`config.mk`:
```
export PLATFORM = sky130hd
export DESIGN_NAME = tdm_slot_mapper
export DESIGN_NICKNAME = d
export VERILOG_FILES = /design/src/rtl/tdm_map_pkg.sv /design/src/rtl/tdm_frame_timer.sv /design/src/rtl/tdm_tx_serializer.sv /design/src/rtl/tdm_rx_deserializer.sv /design/src/rtl/tdm_slot_mapper.sv
export SDC_FILE = /design/constraint.sdc
export NUM_CORES = 1
export LEC_CHECK = 0
export BUFFER_PORTS_ARGS = -buffer_cell sky130_fd_sc_hd__buf_2
export CORE_MARGIN = 2
export CORE_UTILIZATION = 58
export CTS_BUF_LIST = sky130_fd_sc_hd__clkbuf_4 sky130_fd_sc_hd__clkbuf_8
export DETAILED_ROUTE_END_ITERATION = 10
export PLACE_DENSITY = 0.81
export SYNTH_ARGS = -nofsm -noshare
export SYNTH_HDL_FRONTEND = slang
export SYNTH_SLANG_ARGS = --single-unit
```
`constraint.sdc`:
```
create_clock -name clk -period 3.35 [get_ports clk]
set_input_delay 0.67 -clock clk [delete_from_list [all_inputs] [get_ports clk]]
set_output_delay 0.67 -clock clk [all_outputs]
set_load 0.03 [all_outputs]
```
`src/rtl/tdm_map_pkg.sv`:
```
package tdm_map_pkg;

    typedef enum logic [1:0] {
        MAP_T1_GROUPED = 2'd0,
        MAP_T1_SPACED  = 2'd1,
        MAP_T1_SIG     = 2'd2,
        MAP_E1         = 2'd3
    } map_mode_e;

    // Does timeslot 'slot' carry payload under map 'mode'?
    function automatic logic slot_carries_payload(map_mode_e mode, int slot);
        logic used;
        case (mode)
            MAP_T1_GROUPED: used = (slot < 24);
            MAP_T1_SPACED:  used = ((slot % 4) != 0);
            MAP_T1_SIG:     used = (slot < 23);
            default:        used = (slot != 0) && (slot != 16);
        endcase
        return used;
    endfunction

endpackage

```
`src/rtl/tdm_frame_timer.sv`:
```
module tdm_frame_timer #(
    parameter int SLOTS = 32,
    parameter int BITS  = 8,
    localparam int SW   = $clog2(SLOTS),
    localparam int BW   = $clog2(BITS)
) (
    input  logic          clk,
    input  logic          rst_n,
    input  logic          sync_n,
    output logic [SW-1:0] slot_o,
    output logic [SW-1:0] next_slot_o,
    output logic [BW-1:0] bit_o,
    output logic          phase_o,
    output logic          load_o,
    output logic          frame_o,
    output logic          shift_o,
    output logic          sample_o,
    output logic          last_bit_o
);

    typedef struct packed {
        logic [SW-1:0] slot;
        logic [BW-1:0] bit_idx;
        logic          phase;
    } timer_t;

    timer_t tm_d, tm_q;

    always_comb begin
        tm_d    = tm_q;
        load_o  = 1'b0;
        frame_o = 1'b0;
        shift_o = 1'b0;
        if (!sync_n) begin
            tm_d.slot    = '0;
            tm_d.bit_idx = BW'(BITS - 1);
            tm_d.phase   = 1'b0;
            load_o       = 1'b1;
            frame_o      = 1'b1;
        end else if (!tm_q.phase) begin
            tm_d.phase = 1'b1;
        end else begin
            tm_d.phase = 1'b0;
            if (tm_q.bit_idx == '0) begin
                tm_d.bit_idx = BW'(BITS - 1);
                load_o       = 1'b1;
                if (tm_q.slot == SW'(SLOTS - 1)) begin
                    tm_d.slot = '0;
                    frame_o   = 1'b1;
                end else begin
                    tm_d.slot = tm_q.slot + SW'(1);
                end
            end else begin
                tm_d.bit_idx = tm_q.bit_idx - BW'(1);
                shift_o      = 1'b1;
            end
        end
    end

    always_ff @(posedge clk or negedge rst_n) begin
        if (!rst_n) begin
            tm_q.slot    <= '0;
            tm_q.bit_idx <= BW'(BITS - 1);
            tm_q.phase   <= 1'b0;
        end else begin
            tm_q <= tm_d;
        end
    end

    assign slot_o      = tm_q.slot;
    assign next_slot_o = tm_d.slot;
    assign bit_o       = tm_q.bit_idx;
    assign phase_o     = tm_q.phase;
    assign sample_o    = !tm_q.phase;
    assign last_bit_o  = (tm_q.bit_idx == '0);

    assert_sync_realigns_R1: assert property (@(posedge clk) disable iff (!rst_n)
        !sync_n |=> (slot_o == '0) && (bit_o == BW'(BITS - 1)) && !phase_o);

    assert_cell_two_cycles_R1: assert property (@(posedge clk) disable iff (!rst_n)
        (sync_n && !phase_o) |=> (phase_o && $stable(bit_o) && $stable(slot_o)));

endmodule

```
`src/rtl/tdm_tx_serializer.sv`:
```
module tdm_tx_serializer #(
    parameter int          W         = 8,
    parameter logic [W-1:0] IDLE_BYTE = '1
) (
    input  logic         clk,
    input  logic         rst_n,
    input  logic         load_i,
    input  logic         shift_i,
    input  logic         live_next_i,
    input  logic         pay_ready_i,
    input  logic [W-1:0] pay_data_i,
    output logic         pay_take_o,
    output logic         tx_line_o,
    output logic         tx_oe_o,
    output logic         underrun_o,
    output logic         live_o
);

    typedef struct packed {
        logic [W-1:0] sr;
        logic         live;
        logic         under;
    } tx_t;

    tx_t tx_d, tx_q;

    always_comb begin
        tx_d       = tx_q;
        tx_d.under = 1'b0;
        pay_take_o = load_i && live_next_i && pay_ready_i;
        if (load_i) begin
            tx_d.live  = live_next_i;
            tx_d.sr    = pay_take_o ? pay_data_i : IDLE_BYTE;
            tx_d.under = live_next_i && !pay_ready_i;
        end else if (shift_i) begin
            tx_d.sr = {tx_q.sr[W-2:0], 1'b1};
        end
    end

    always_ff @(posedge clk or negedge rst_n) begin
        if (!rst_n) begin
            tx_q.sr    <= IDLE_BYTE;
            tx_q.live  <= 1'b0;
            tx_q.under <= 1'b0;
        end else begin
            tx_q <= tx_d;
        end
    end

    assign tx_oe_o    = tx_q.live;
    assign tx_line_o  = tx_q.live && tx_q.sr[W-1];
    assign underrun_o = tx_q.under;
    assign live_o     = tx_q.live;

    assert_idle_on_underrun_R8: assert property (@(posedge clk) disable iff (!rst_n)
        underrun_o |-> (tx_oe_o && tx_line_o));

    assert_take_needs_ready_R9: assert property (@(posedge clk) disable iff (!rst_n)
        pay_take_o |-> pay_ready_i);

endmodule

```
`src/rtl/tdm_rx_deserializer.sv`:
```
module tdm_rx_deserializer #(
    parameter int W = 8
) (
    input  logic         clk,
    input  logic         rst_n,
    input  logic         sample_i,
    input  logic         last_bit_i,
    input  logic         live_i,
    input  logic         rx_line_i,
    output logic [W-1:0] rx_data_o,
    output logic         rx_valid_o
);

    typedef struct packed {
        logic [W-1:0] sr;
        logic [W-1:0] data;
        logic         valid;
    } rx_t;

    rx_t rx_d, rx_q;

    always_comb begin
        rx_d       = rx_q;
        rx_d.valid = 1'b0;
        if (sample_i) begin
            rx_d.sr = {rx_q.sr[W-2:0], rx_line_i};
            if (last_bit_i && live_i) begin
                rx_d.data  = {rx_q.sr[W-2:0], rx_line_i};
                rx_d.valid = 1'b1;
            end
        end
    end

    always_ff @(posedge clk or negedge rst_n) begin
        if (!rst_n) begin
            rx_q <= '0;
        end else begin
            rx_q <= rx_d;
        end
    end

    assign rx_data_o  = rx_q.data;
    assign rx_valid_o = rx_q.valid;

    assert_valid_single_R7: assert property (@(posedge clk) disable iff (!rst_n)
        rx_valid_o |=> !rx_valid_o);

endmodule

```
`src/rtl/tdm_slot_mapper.sv`:
```
module tdm_slot_mapper #(
    parameter int          SLOTS     = 32,
    parameter int          BITS      = 8,
    parameter logic [7:0]  IDLE_BYTE = 8'hFF,
    localparam int         SW        = $clog2(SLOTS),
    localparam int         BW        = $clog2(BITS)
) (
    input  logic       clk,
    input  logic       rst_n,
    input  logic       sync_n,
    input  logic [1:0] mode_sel,
    input  logic [7:0] pay_data,
    input  logic       pay_ready,
    output logic       pay_take,
    input  logic       rx_line,
    output logic       tx_line,
    output logic       tx_oe,
    output logic [7:0] rx_data,
    output logic       rx_valid,
    output logic       underrun
);
    import tdm_map_pkg::*;

    typedef struct packed {
        map_mode_e mode;
    } ctl_t;

    ctl_t ctl_d, ctl_q;

    logic [SW-1:0] slot, next_slot;
    logic [BW-1:0] bit_idx;
    logic          phase, load, frame, shift, sample, last_bit;
    logic          live_next, live;

    tdm_frame_timer #(.SLOTS(SLOTS), .BITS(BITS)) timer_i (
        .clk        (clk),
        .rst_n      (rst_n),
        .sync_n     (sync_n),
        .slot_o     (slot),
        .next_slot_o(next_slot),
        .bit_o      (bit_idx),
        .phase_o    (phase),
        .load_o     (load),
        .frame_o    (frame),
        .shift_o    (shift),
        .sample_o   (sample),
        .last_bit_o (last_bit)
    );

    always_comb begin
        ctl_d = ctl_q;
        if (frame) ctl_d.mode = map_mode_e'(mode_sel);
        live_next = slot_carries_payload(ctl_d.mode, int'(next_slot));
    end

    always_ff @(posedge clk or negedge rst_n) begin
        if (!rst_n) ctl_q.mode <= MAP_T1_GROUPED;
        else        ctl_q      <= ctl_d;
    end

    tdm_tx_serializer #(.W(BITS), .IDLE_BYTE(IDLE_BYTE)) tx_i (
        .clk        (clk),
        .rst_n      (rst_n),
        .load_i     (load),
        .shift_i    (shift),
        .live_next_i(live_next),
        .pay_ready_i(pay_ready),
        .pay_data_i (pay_data),
        .pay_take_o (pay_take),
        .tx_line_o  (tx_line),
        .tx_oe_o    (tx_oe),
        .underrun_o (underrun),
        .live_o     (live)
    );

    tdm_rx_deserializer #(.W(BITS)) rx_i (
        .clk       (clk),
        .rst_n     (rst_n),
        .sample_i  (sample),
        .last_bit_i(last_bit),
        .live_i    (live),
        .rx_line_i (rx_line),
        .rx_data_o (rx_data),
        .rx_valid_o(rx_valid)
    );

    assert_grouped_tail_off_R2: assert property (@(posedge clk) disable iff (!rst_n)
        (ctl_q.mode == MAP_T1_GROUPED && slot >= SW'(24)) |-> !tx_oe);

    assert_spaced_gap_off_R3: assert property (@(posedge clk) disable iff (!rst_n)
        (ctl_q.mode == MAP_T1_SPACED && slot[1:0] == 2'b00) |-> !tx_oe);

    assert_sig_slot_off_R4: assert property (@(posedge clk) disable iff (!rst_n)
        (ctl_q.mode == MAP_T1_SIG && slot >= SW'(23)) |-> !tx_oe);

    assert_e1_frame_slots_off_R5: assert property (@(posedge clk) disable iff (!rst_n)
        (ctl_q.mode == MAP_E1 && (slot == SW'(0) || slot == SW'(16))) |-> !tx_oe);

    assert_rx_in_live_slot_R7: assert property (@(posedge clk) disable iff (!rst_n)
        rx_valid |-> tx_oe);

    assert_mode_at_frame_start_R10: assert property (@(posedge clk) disable iff (!rst_n)
        !$stable(ctl_q.mode) |-> (slot == '0 && bit_idx == BW'(BITS - 1) && !phase));

endmodule

```
=== Yosys cells after proc, flatten, opt, wreduce, memory -nomap -nowiden ===
Cells that the tools add are included.
Widths: inputs -> output; s select.

* Logic and storage cells: 57
* Bits of input ports: 15
* Output and inout port bits: 13
* Register bits after elaboration: 37

* Reduce and logical (&&, ||, !) cells: 13
* Mux-type cells: 24
* Bitwise gates (word level): 1
* $add $sub $neg: 2
* $lt $le $gt $ge: 2
* Equality and inequality tests: 5

{| class="wikitable"
|+ Operators by type and width
! cell !! count
|-
| $mux 8 || 4
|-
| $reduce_bool 32->1 || 1
|-
| $mux 1 || 14
|-
| $lt 5x5->1 const B || 2
|-
| $mux 5 || 2
|-
| $mux 9 || 1
|-
| $logic_and 1x1->1 || 6
|-
| $add 5x1->5 const B || 1
|-
| $eq 5x5->1 const B || 1
|-
| $ne 5x5->1 const B || 1
|-
| $reduce_bool 5->1 || 1
|-
| $logic_not 3->1 || 1
|-
| $mux 3 || 1
|-
| $pmux 1 s3 || 1
|-
| $sub 3x1->3 const B || 1
|-
| $eq 2x1->1 const B || 1
|-
| $eq 2x2->1 const B || 1
|-
| $logic_not 2->1 || 1
|-
| $mux 2 || 1
|-
| $ne 2x1->1 const B || 1
|-
| $reduce_and 2->1 || 1
|-
| $reduce_bool 2->1 || 1
|-
| $logic_not 1->1 || 1
|-
| $not 1->1 || 1
|}

=== Logic depth before layout (Yosys ltp) ===
* Depth in word-level cells: 12
* Gate-level depth with buffers: 9

=== By module ===
Synthesis repeated with hierarchy kept, for this count alone.

* Cell total of the unflattened synthesis: 149
* Area, all modules: 1840.5 sq um

{| class="wikitable"
|+ Modules (own cells, without submodules)
! module !! area each (sq um) !! times used !! cells each
|-
| tdm_rx_deserializer || 661.9 || 1 || 42
|-
| tdm_tx_serializer || 538.0 || 1 || 45
|-
| tdm_frame_timer || 533.0 || 1 || 53
|-
| tdm_slot_mapper || 107.6 || 1 || 9
|}

=== Worst setup path after synthesis ===
Ideal clock, no wire load.

* Path type: register -> output
* Start: register, netlist name timer_i.slot_o[0]
* End: output port pay_take
* Path slack: 644 ps
* Arrival time: 2036 ps
* Cell stages (with the launch flop): 9
* Buffers on the path: 1
* Cells stage by stage: dfrtp_1 > ha_1 > and3_1 > ha_1 > nor3b_1 > nand4_1 > or3b_1 > o2111a_1 > buf_6

* Word-level cells in the longest chain between the ends: 10
* Elaborated cells between the ends (all ways): 23

{| class="wikitable"
|+ RTL lines
! item !! RTL line !! source
|-
| branches (longest 7 deep; another with $add 5x1->5) || -- ||
|-
| $pmux 1 s3 (*) || tdm_map_pkg.sv:13 || <nowiki>case (mode)</nowiki>
|-
| $logic_and 1x1->1 (*) (2 in series) || tdm_tx_serializer.sv:30 || <nowiki>pay_take_o = load_i && live_next_i && pay_ready_i;</nowiki>
|-
| end: declaration || tdm_slot_mapper.sv:14 || <nowiki>output logic pay_take,</nowiki>
|}

Every way passes the cells marked *. The select of a mux whose other input is x is not followed.

=== Worst setup path after layout ===
* Start: register, netlist name timer_i.slot_o[0]
* End: output port pay_take

* Word-level cells in the longest chain between the ends: 10
* Elaborated cells between the ends (all ways): 23

{| class="wikitable"
|+ RTL lines
! item !! RTL line
|-
| branches (longest 7 deep; another with $add 5x1->5) || --
|-
| $pmux 1 s3 (*) || tdm_map_pkg.sv:13
|-
| $logic_and 1x1->1 (*) (2 in series) || tdm_tx_serializer.sv:30
|}

Marked as above.

==> impl_metrics.env <==
export IMPL_grt_overflow_total=0
export IMPL_worst_ir_drop_vdd_v=0.0002917
export IMPL_grt_max_degree=38
export IMPL_synth_area_sq_um=1826
export IMPL_critical_path_startpoint_type="register"
export IMPL_crit_arrival_ns=2.56
export IMPL_finClkSkew_ns=0.008586
export IMPL_drive_above_1_share=0.4225
export IMPL_first_iter_violations=36
export IMPL_globalRouteTotalUtil=0.2042
export IMPL_coreArea_sq_um=3028
export IMPL_cts_hold_buf=0
export IMPL_final_period_utilization=0.9656
export IMPL_synth_yosys_warnings=0
export IMPL_totalWireLength_um=3177
export IMPL_cts_reportedPaths_clkPinSlew_ns=0.10
export IMPL_die_height_um=60.10
export IMPL_boundaryPins=28
export IMPL_globalplace_congestion=0.8307
export IMPL_route_vias_total=1293
export IMPL_post_dp_cell_area_sq_um=1933
export IMPL_overall_die_width_um=60.10
export IMPL_slew_headroom=0.4864
export IMPL_grt_first_pass_wirelength_um=5347
export IMPL_critical_path_cell_with_the_highest_stage_delay="sky130_fd_sc_hd__dfrtp_2"
export IMPL_synth_cell_type_count=36
export IMPL_fp_dieArea_sq_um=3612
export IMPL_cp_cell_sequence="ha_1 -> and3_1 -> ha_1 -> nor3b_2 -> nand4_1 -> or3b_1 -> o2111a_1 -> buf_2"
export IMPL_synthesis_nets=183
export IMPL_detail_route_wl_per_cell_um=13.75
export IMPL_first_global_vias=1242
export IMPL_synth_enable_flop_cells=0
export IMPL_hold_class="in2async"
export IMPL_setup_reg_to_reg_worst_slack_ns=0.91
export IMPL_n_antenna_cell=0
export IMPL_worst_skew_pair_late_latency_ns=0.34
export IMPL_maxSlewViolCount=0
export IMPL_status="finished clean"
export IMPL_clock_tree_from_tritoncts="done"
export IMPL_postSynthAreaPerCell_sq_um=11.13
export IMPL_initial_utilization=0.6029
export IMPL_yosysTopAreaCellShare=0.3564
export IMPL_max_root_sink_buffers=2
export IMPL_min_period_ns=3.235
export IMPL_crit_reg2reg_launch="timer_i.slot_o[0]"
export IMPL_worst_setup_path_end_kind="primary output"
export IMPL_worstPathRequired_ns=2.68
export IMPL_layout_area_overhead_vs_synth_pct=9.870
export IMPL_postCtsSetupBuffers=0
export IMPL_maxCapViolCount=0
export IMPL_power_per_cell_area_nw_per_um2=432.9
export IMPL_route_detailed_drc=0
export IMPL_worst_path_max_fanout=7
export IMPL_post_dp_hpwl_um=2321
export IMPL_max_clk_rate_mhz=309.1
export IMPL_rows=20
export IMPL_synthDominantAreaCellType="sky130_fd_sc_hd__dfrtp_1"
export IMPL_tritoncts_num_buffers=5
export IMPL_antenna_violations_before_repair=0
export IMPL_vias_per_cell=5.597
export IMPL_path_buf_inv=1
export IMPL_cts_sinks=37
export IMPL_htree_num_levels=2
export IMPL_setup_worst_path_class="reg2out"
export IMPL_drt_first_pass_iters=4
export IMPL_number_of_failing_setup_endpoints_in_the_final_timing_report=0
export IMPL_post_cts_resized=0
export IMPL_critical_path_top_delay_family="simple AND/OR/NAND/NOR gates"
export IMPL_root_buffer="sky130_fd_sc_hd__clkbuf_4"
export IMPL_postSynthRegisterBits=37
export IMPL_final_net_count=205
export IMPL_synth_sequential_area_ratio=0.5147
export IMPL_placement_io_buffers=27
export IMPL_synth_area_leaders="sky130_fd_sc_hd__dfrtp_1 36%, sky130_fd_sc_hd__dfstp_2 16%, sky130_fd_sc_hd__mux2_2 9.3%"
export IMPL_final_design_area_no_fill_sq_um=2006
export IMPL_postRouteAntennaNets=0
export IMPL_dp_cells=223
export IMPL_worst_slew_pin_slew_ns=0.7704
export IMPL_worst_r2r_path_depth=9
export IMPL_instances_no_fill=231
export IMPL_syn_inst=164
export IMPL_async_flop_share=1.000
export IMPL_critical_path_most_common_cell="sky130_fd_sc_hd__ha_1"
export IMPL_largest_incremental_delay_on_the_critical_path_ns=0.47
export IMPL_yosys_most_used_dff="sky130_fd_sc_hd__dfrtp_1"
export IMPL_timing_final_hold_violations=0
export IMPL_crit_reg2reg_capture="tx_i.tx_q[8]"
export IMPL_leakage_nw=0.9829
==> where the power goes <==
group / switching (mW) / leakage, nW / total, mW / internal (mW)
registers: 0.0238 / 0.454 / 0.514 / 0.490
logic: 0.0540 / 0.490 / 0.101 / 0.0467
clock network: 0.134 / 0.0394 / 0.254 / 0.120
total: 0.212 / 0.983 / 0.868 / 0.657
==> layout by cell type (no fill, tap or decap), types with 5 or more instances in the layout <==
| cell type | n |
|---|---|
| sky130_fd_sc_hd__o22ai_1 | 8 |
| sky130_fd_sc_hd__nand2_1 | 14 |
| sky130_fd_sc_hd__o21ai_0 | 6 |
| sky130_fd_sc_hd__inv_1 | 11 |
| sky130_fd_sc_hd__mux2_2 | 15 |
| sky130_fd_sc_hd__a21oi_2 | 9 |
| sky130_fd_sc_hd__nand3_1 | 5 |
| sky130_fd_sc_hd__dfstp_2 | 11 |
| sky130_fd_sc_hd__dfrtp_1 | 25 |
| sky130_fd_sc_hd__buf_2 | 27 |
| sky130_fd_sc_hd__clkbuf_4 | 7 |
==> registers in the layout (all words and copies together) (netlist names), 2 cells and up <==
name,cells
tx_i.tx_q,8
ctl_q,2
rx_i.rx_q,7
timer_i.slot_o,5
rx_i.rx_data_o,8
timer_i.bit_o,3
==> kinds of logic after synthesis <==
logic type,share of synthesized area
AO/OA/AOI/OAI,0.1419
XOR/XNOR,0.004799
adder cells (fa/ha/maj),0.02742
buffers and inverters,0.08019
flip-flops,0.5147
multiplexers,0.09253
AND/OR/NAND/NOR,0.1384
==> layer usage <==
metal / GRT usage / up-vias / wire length, um
met2: 0.3432 / 41 / 1672
met1: 0.2392 / 633 / 1257
li1: - / 608 / -
met3: 0.07576 / 11 / 172
met4: 0.06984 / 0 / 75
met5: 0 / - / 0
==> through the flow <==
stage | power [mW] | hold slack [ns] | utilization | TNS, ns | setup WS (ns)
after floorplan | 0.5865 | 0.3744 | - | 0 | 0.6441
after global placement | 0.6162 | 0.4829 | 0.6384 | 0 | 0.5158
after detailed placement | 0.6249 | 0.4900 | 0.6384 | 0 | 0.4593
after CTS | 0.8789 | 0.4106 | 0.6603 | 0 | 0.05536
after global routing | 0.9194 | 0.4304 | 0.6624 | -0.004875 | -0.004875
final | 0.8682 | 0.3974 | 0.6624 | 0 | 0.1153
==> worst max path at each step <==
| stage | from | end | slack, ns | cells after the start |
|---|---|---|---|---|
| 2_1_floorplan | timer_i.slot_o[0] | pay_take | 0.64 | 8 |
| 3_5_place_dp | timer_i.slot_o[0] | pay_take | 0.46 | 8 |
| 4_1_cts | timer_i.slot_o[0] | pay_take | 0.06 | 8 |
| 5_1_grt | timer_i.slot_o[1] | pay_take | -0.005 | 8 |
| 6_report | timer_i.slot_o[0] | pay_take | 0.12 | 8 |
| 3_3_place_gp | timer_i.slot_o[0] | pay_take | 0.52 | 8 |
==> synth_stat cells (3+ instances only) <==
library cell and count:
sky130_fd_sc_hd__a21oi_2 9, sky130_fd_sc_hd__o21ai_0 6, sky130_fd_sc_hd__a21boi_0 4, sky130_fd_sc_hd__buf_4 9, sky130_fd_sc_hd__mux2_2 15, sky130_fd_sc_hd__dfstp_2 11, sky130_fd_sc_hd__o22ai_1 8, sky130_fd_sc_hd__inv_1 11
sky130_fd_sc_hd__nand3_1 5, sky130_fd_sc_hd__nand2_1 14, sky130_fd_sc_hd__ha_1 4, sky130_fd_sc_hd__nor2_1 3, sky130_fd_sc_hd__and3_1 3, sky130_fd_sc_hd__clkbuf_1 4, sky130_fd_sc_hd__dfrtp_1 26, sky130_fd_sc_hd__and2_1 3
==> worst reg2reg max path, cell delays in order (launching register included) <==
cell and delay, ns:
sky130_fd_sc_hd__dfrtp_2 0.47, sky130_fd_sc_hd__ha_1 0.25, sky130_fd_sc_hd__and3_1 0.16, sky130_fd_sc_hd__ha_1 0.29, sky130_fd_sc_hd__nor3b_2 0.20, sky130_fd_sc_hd__nand4_1 0.12, sky130_fd_sc_hd__or3b_1 0.40, sky130_fd_sc_hd__o2111a_1 0.17
sky130_fd_sc_hd__buf_4 0.19, sky130_fd_sc_hd__a21oi_2 0.15
==> area by class of cell <==
class                           instances  area [sq um]
Clock buffer                            8         66.31
Sequential cell                        37         940.9
Fill cell                             237          1022
Multi-Input combinational cell        101         744.5
Timing Repair Buffer                   30         157.7
Tap cell                               44         55.05
Inverter                               11         41.29
Note: power is estimated with default switching activity, not from simulation.
